[src/rtl/dsm_pkg.sv]
package dsm_pkg;
  localparam int CODE_W      = 3;
  localparam int CODE_OFFSET = 3;
  localparam int STAGES      = 3;
  typedef logic signed [3:0] corr_t;
endpackage

[src/rtl/dsm_lfsr.sv]
module dsm_lfsr #(
  parameter int W   = 23,
  parameter int TAP = 18
) (
  input  logic clk,
  input  logic rst_n,
  input  logic step,
  output logic bit_o
);
  logic [W-1:0] sr_q;

  always_ff @(posedge clk or negedge rst_n) begin
    if (!rst_n)    sr_q <= '1;
    else if (step) sr_q <= {sr_q[W-2:0], sr_q[W-1] ^ sr_q[TAP-1]};
  end

  assign bit_o = sr_q[W-1];
endmodule

[src/rtl/dsm_mash_core.sv]
module dsm_mash_core
  import dsm_pkg::*;
#(
  parameter int W = 23
) (
  input  logic              clk,
  input  logic              rst_n,
  input  logic              step,
  input  logic [W-1:0]      frac,
  input  logic              cin,
  output logic [STAGES-1:0] carry
);
  logic [STAGES-1:0][W-1:0] resid;

  for (genvar k = 0; k < STAGES; k++) begin : g_stage
    logic [W-1:0] acc_q;
    logic [W:0]   sum;
    if (k == 0) begin : g_head
      assign sum = {1'b0, acc_q} + {1'b0, frac} + {{W{1'b0}}, cin};
    end else begin : g_tail
      assign sum = {1'b0, acc_q} + {1'b0, resid[k-1]};
    end
    assign resid[k] = sum[W-1:0];
    assign carry[k] = sum[W];

    always_ff @(posedge clk or negedge rst_n) begin
      if (!rst_n)    acc_q <= '0;
      else if (step) acc_q <= resid[k];
    end
  end
endmodule

[src/rtl/dsm_cancel.sv]
module dsm_cancel
  import dsm_pkg::*;
(
  input  logic              clk,
  input  logic              rst_n,
  input  logic              step,
  input  logic [STAGES-1:0] carry,
  output logic [CODE_W-1:0] code_o
);
  logic  c2_d1, c3_d1, c3_d2;
  corr_t y;
  corr_t y_off;

  always_comb begin
    y = $signed({3'b000, carry[0]})
      + $signed({3'b000, carry[1]}) - $signed({3'b000, c2_d1})
      + $signed({3'b000, carry[2]}) - $signed({2'b00, c3_d1, 1'b0})
      + $signed({3'b000, c3_d2});
    y_off = y + corr_t'(CODE_OFFSET);
  end

  always_ff @(posedge clk or negedge rst_n) begin
    if (!rst_n) begin
      c2_d1  <= 1'b0;
      c3_d1  <= 1'b0;
      c3_d2  <= 1'b0;
      code_o <= CODE_W'(CODE_OFFSET);
    end else if (step) begin
      c2_d1  <= carry[1];
      c3_d1  <= carry[2];
      c3_d2  <= c3_d1;
      code_o <= y_off[CODE_W-1:0];
    end
  end
endmodule

[src/rtl/dsm_mod3.sv]
module dsm_mod3
  import dsm_pkg::*;
#(
  parameter int FRAC_W   = 23,
  parameter int LFSR_TAP = 18
) (
  input  logic              clk,
  input  logic              rst_n,
  input  logic [FRAC_W-1:0] frac,
  input  logic              dither_en,
  input  logic              out_ready,
  output logic              out_valid,
  output logic [2:0]        out_code
);
  logic              step;
  logic              dith_bit;
  logic [STAGES-1:0] carry;

  always_ff @(posedge clk or negedge rst_n) begin
    if (!rst_n) out_valid <= 1'b0;
    else        out_valid <= 1'b1;
  end

  assign step = out_valid & out_ready;

  dsm_lfsr #(.W(FRAC_W), .TAP(LFSR_TAP)) u_lfsr (
    .clk(clk), .rst_n(rst_n), .step(step), .bit_o(dith_bit)
  );

  dsm_mash_core #(.W(FRAC_W)) u_core (
    .clk(clk), .rst_n(rst_n), .step(step), .frac(frac),
    .cin(dith_bit & dither_en), .carry(carry)
  );

  dsm_cancel u_cancel (
    .clk(clk), .rst_n(rst_n), .step(step), .carry(carry), .code_o(out_code)
  );
endmodule

[config.mk]
export PLATFORM = sky130hd
export DESIGN_NAME = dsm_mod3
export DESIGN_NICKNAME = d
export VERILOG_FILES = /design/src/rtl/dsm_pkg.sv /design/src/rtl/dsm_lfsr.sv /design/src/rtl/dsm_mash_core.sv /design/src/rtl/dsm_cancel.sv /design/src/rtl/dsm_mod3.sv
export SDC_FILE = /design/constraint.sdc
export NUM_CORES = 1
export LEC_CHECK = 0
export BUFFER_PORTS_ARGS = -buffer_cell sky130_fd_sc_hd__buf_2
export CORE_MARGIN = 2
export CORE_UTILIZATION = 50
export CTS_BUF_LIST = sky130_fd_sc_hd__clkbuf_16
export DETAILED_ROUTE_END_ITERATION = 8
export PLACE_DENSITY = 0.76
export SLEW_MARGIN = 20
export SYNTH_ARGS = -nofsm -noshare
export SYNTH_HDL_FRONTEND = slang
export SYNTH_SLANG_ARGS = --single-unit
[constraint.sdc]
create_clock -name clk -period 13.4 [get_ports clk]
set_input_delay 1.34 -clock clk [delete_from_list [all_inputs] [get_ports clk]]
set_output_delay 1.34 -clock clk [all_outputs]
set_load 0.02 [all_outputs]
==> impl_table.tex <==
\begin{tabular}{lr}
\hline
Metric & Value \\
\hline
\multicolumn{2}{l}{\textbf{Run status}} \\
Run status & complete, no violations \\
\multicolumn{2}{l}{\textbf{Floorplan}} \\
Initial Util & 51.4\% \\
Height of the die & 129 µm \\
Die area & 16800 µm² \\
Total number of placement rows & 45 \\
Core area & 15300 µm² \\
Number of top-level design ports & 31 \\
Horizontal die dimension & 129 µm \\
\multicolumn{2}{l}{\textbf{Yosys}} \\
Most used DFF post-synth & dfrtp\_1 \\
EDFF count, synth & 0 \\
Distinct cells, synth & 75 \\
Synth Cell Area & 7870 µm² \\
Total nets after synthesis & 1058 \\
Syn\_area\_per\_cell & 8.27 µm² \\
Synth warnings & 0 \\
Register area share after synthesis & 31.9\% \\
Post-synth top area share & 23.5\% \\
Count of state elements after synthesis & 99 \\
Post-synth ARST share & 100\% \\
Gate count after technology mapping & 952 \\
Dominant cell type by area after synthesis & dfrtp\_1 \\
Top post-synthesis cells by area & dfrtp\_1, ha\_1, nand2\_1 \\
\multicolumn{2}{l}{\textbf{Route}} \\
Drt drc & 0 \\
Vias after detailed routing & 6869 \\
Via count normalized by instance count & 5.85 \\
Wirelength, routed & 17900 µm \\
Post-DRT Antenna Nets & 0 \\
Total iterations of the first detailed-routing run & 7 \\
DR iter-0 viols & 427 \\
Wire length per cell & 15.2 µm \\
\multicolumn{2}{l}{\textbf{Layout}} \\
Layout overhead on the synthesized area & 7.79\% \\
Ratio of cells with drive above 1 in the final layout & 11.6\% \\
Final Net Count & 1064 \\
ANT cells & 0 \\
Post-route non-filler standard cell count & 1174 \\
Most common library cell in the layout ignoring fill and taps & nand2\_1 \\
Final std cell area, no fill & 8480 µm² \\
Most used cells in the layout excluding fill and tap cells & nand2\_1, a21oi\_1, dfrtp\_1, ha\_1, o21ai\_0 \\
Fillers & 1440 \\
\multicolumn{2}{l}{\textbf{STA}} \\
Worst slew margin & 42.9\% \\
Shortest clock period the worst path allows after layout & 7.38 ns \\
Worst Max-Slew Pin Slew & 0.857 ns \\
Final critical-path share of the clock period & 55.1\% \\
Total Neg Setup Slack & 0 ns \\
F\_max & 135 MHz \\
Max Slew Vio Count & 0 \\
Unrepaired setup endpoints after global routing & no \\
Final hold viol count & 0 \\
Final setup fails & 0 \\
Clk\_skew & 0.0101 ns \\
\multicolumn{2}{l}{\textbf{Run}} \\
Number of violations of the max-capacitance limit & 0 \\
\multicolumn{2}{l}{\textbf{Placed design}} \\
Placed inst area & 8170 µm² \\
Detailed placement HPWL & 12900 µm \\
Weighted congestion at the end of routability-driven global placement & 0.993 \\
IO buf count & 30 \\
Cell Count Post-Placement & 1158 \\
\multicolumn{2}{l}{\textbf{Critical path}} \\
WP data arrival & 7.61 ns \\
Worst R2R Setup Slack & 6.52 ns \\
Max Fanout on Critical Path & 6 \\
Startpoint kind of the worst setup timing path & input port \\
Nature of the critical path endpoint & flop \\
Reg-to-Reg Start & u\_lfsr.sr\_q[22]\$\_DFFE\_PN1P\_ \\
Type of the worst setup path & input port to flop \\
CP Launch Point & frac[0] \\
Endpoint required time on the critical path & 13.62 ns \\
\multicolumn{2}{l}{\textbf{Clocking}} \\
Worst-path clk slew & 0.08 ns \\
Count of clock tree sinks & 99 \\
Number of hold-repair buffers added at the cts stage & 0 \\
Root Buffer & clkbuf\_16 \\
TritonCTS buffer count & 9 \\
Clock insertion delay at the later pin of the skew report & 0.37 ns \\
Longest Clk Path Bufs & 2 \\
Number of gates given a new drive strength after cts & 0 \\
CTS tree & done \\
Post-CTS setup buffers & 0 \\
H-tree depth & 3 \\
\multicolumn{2}{l}{\textbf{Global routing}} \\
Number of antenna violations at the first check in global routing & 0 \\
Via count of the first global-routing pass & 6522 \\
Global-route usage over all layers & 22.3\% \\
Wire length of the first global-routing pass & 30100 µm \\
Remaining global-route overflow & 0 \\
Maximum number of pins on one net before global-route repair & 77 \\
\multicolumn{2}{l}{\textbf{Min path}} \\
Path class of the lowest-slack min-delay path & flop to flop \\
HP Start & u\_lfsr.sr\_q[8]\$\_DFFE\_PN1P\_ \\
\hline
\end{tabular}
-- path summary, 6_finish.rpt --
kind,end,cells after the start
max,u_cancel.code_o[2]$_DFFE_PN0P_,28
min,u_lfsr.sr_q[9]$_DFFE_PN1P_,2
max reg2reg,u_cancel.code_o[2]$_DFFE_PN0P_,27
min reg2reg,u_lfsr.sr_q[9]$_DFFE_PN1P_,2
max in group asynchronous,u_core.g_stage[1].acc_q[13]$_DFFE_PN0P_,2
min in group asynchronous,u_cancel.c3_d2$_DFFE_PN0P_,1
-- area by class of cell --
type | instances | area (µm²) | share of cell area, %
multi-input combinational | 785 | 5100 | 60.2
timing repair buffer | 33 | 175 | 2.06
clock inverter | 7 | 93.8 | 1.11
clock buffer | 9 | 225 | 2.65
sequential | 99 | 2510 | 29.6
inverter | 30 | 113 | 1.33
tap | 211 | 264 | 3.11
-- registers in the layout, summed over array words and instances, names as in the netlist --
| name | cells |
|---|---|
| out_valid | 1 |
| u_cancel.c2_d1 | 1 |
| u_cancel.c3_d1 | 1 |
| u_cancel.c3_d2 | 1 |
| u_cancel.code_o | 3 |
| u_core.g_stage.acc_q | 69 |
| u_lfsr.sr_q | 23 |
-- kinds of logic after synthesis --
| kind of cell | share of synthesized area (%) |
|---|---|
| AOI/OAI and AO/OA | 23.7 |
| xor gates and xnor gates | 4.56 |
| adders and majority gates | 13.1 |
| buffers and inverters | 3.39 |
| DFF | 31.9 |
| muxes | 2.78 |
| other | 0.0476 |
| and+or+nand+nor | 20.5 |
-- per-layer routing --
| layer | track usage, % | share of wire, % | up-vias |
|---|---|---|---|
| met1 | 29.8 | 47 | 3207 |
| met3 | 4.38 | 4.3 | 48 |
| met4 | 9.23 | 3.4 | 0 |
| li1 | - | - | 3445 |
| met5 | 0 | 0 | - |
| met2 | 35.5 | 45 | 169 |
-- per-stage QoR --
stage	setup WS, ns	hold WS, ns	util, %
6_report	6.02	0.449	55.4
5_1_grt	5.41	0.476	55.4
4_1_cts	6.02	0.452	55.4
3_5_place_dp	5.65	0.442	53.3
3_3_place_gp	5.87	0.439	53.3
2_1_floorplan	6.56	0.435	-
-- synth_stat cells (all sizes together) (8+ instances only) --
cell	n
dfrtp	74
mux2	15
o21a	21
nand2	201
xnor2	19
and2	8
and3	14
nor2	53
o21ai	60
xor2	22
inv	30
clkbuf	32
a21o	20
nor3	25
dfstp	25
nand3	25
o211ai	15
a31oi	8
ha	73
a21oi	83
o31ai	18
-- worst max-delay path: stages --
cell and delay, ns:
buf_2 0.07, inv_1 0.04, fa_1 0.48, inv_1 0.10
fa_1 0.21, a21oi_1 0.10, o21ai_1 0.39, o211ai_1 0.12
a21boi_0 0.25, o21a_1 0.17, nor2_1 0.05, ha_1 0.36
a21oi_1 0.17, o221ai_1 0.22, or2_2 0.37, a311oi_1 0.39
nor2_1 0.10, ha_1 0.39, and2_1 0.25, nand3_1 0.10
a211oi_1 0.35, or2_1 0.19, a21oi_1 0.09, fa_1 0.54
inv_1 0.06, fa_1 0.44, xnor2_1 0.17, o21ai_0 0.09
Power is left out: the tool's default activity adds up to more than one toggle a clock period on the data nets, which glitch-free logic cannot reach.
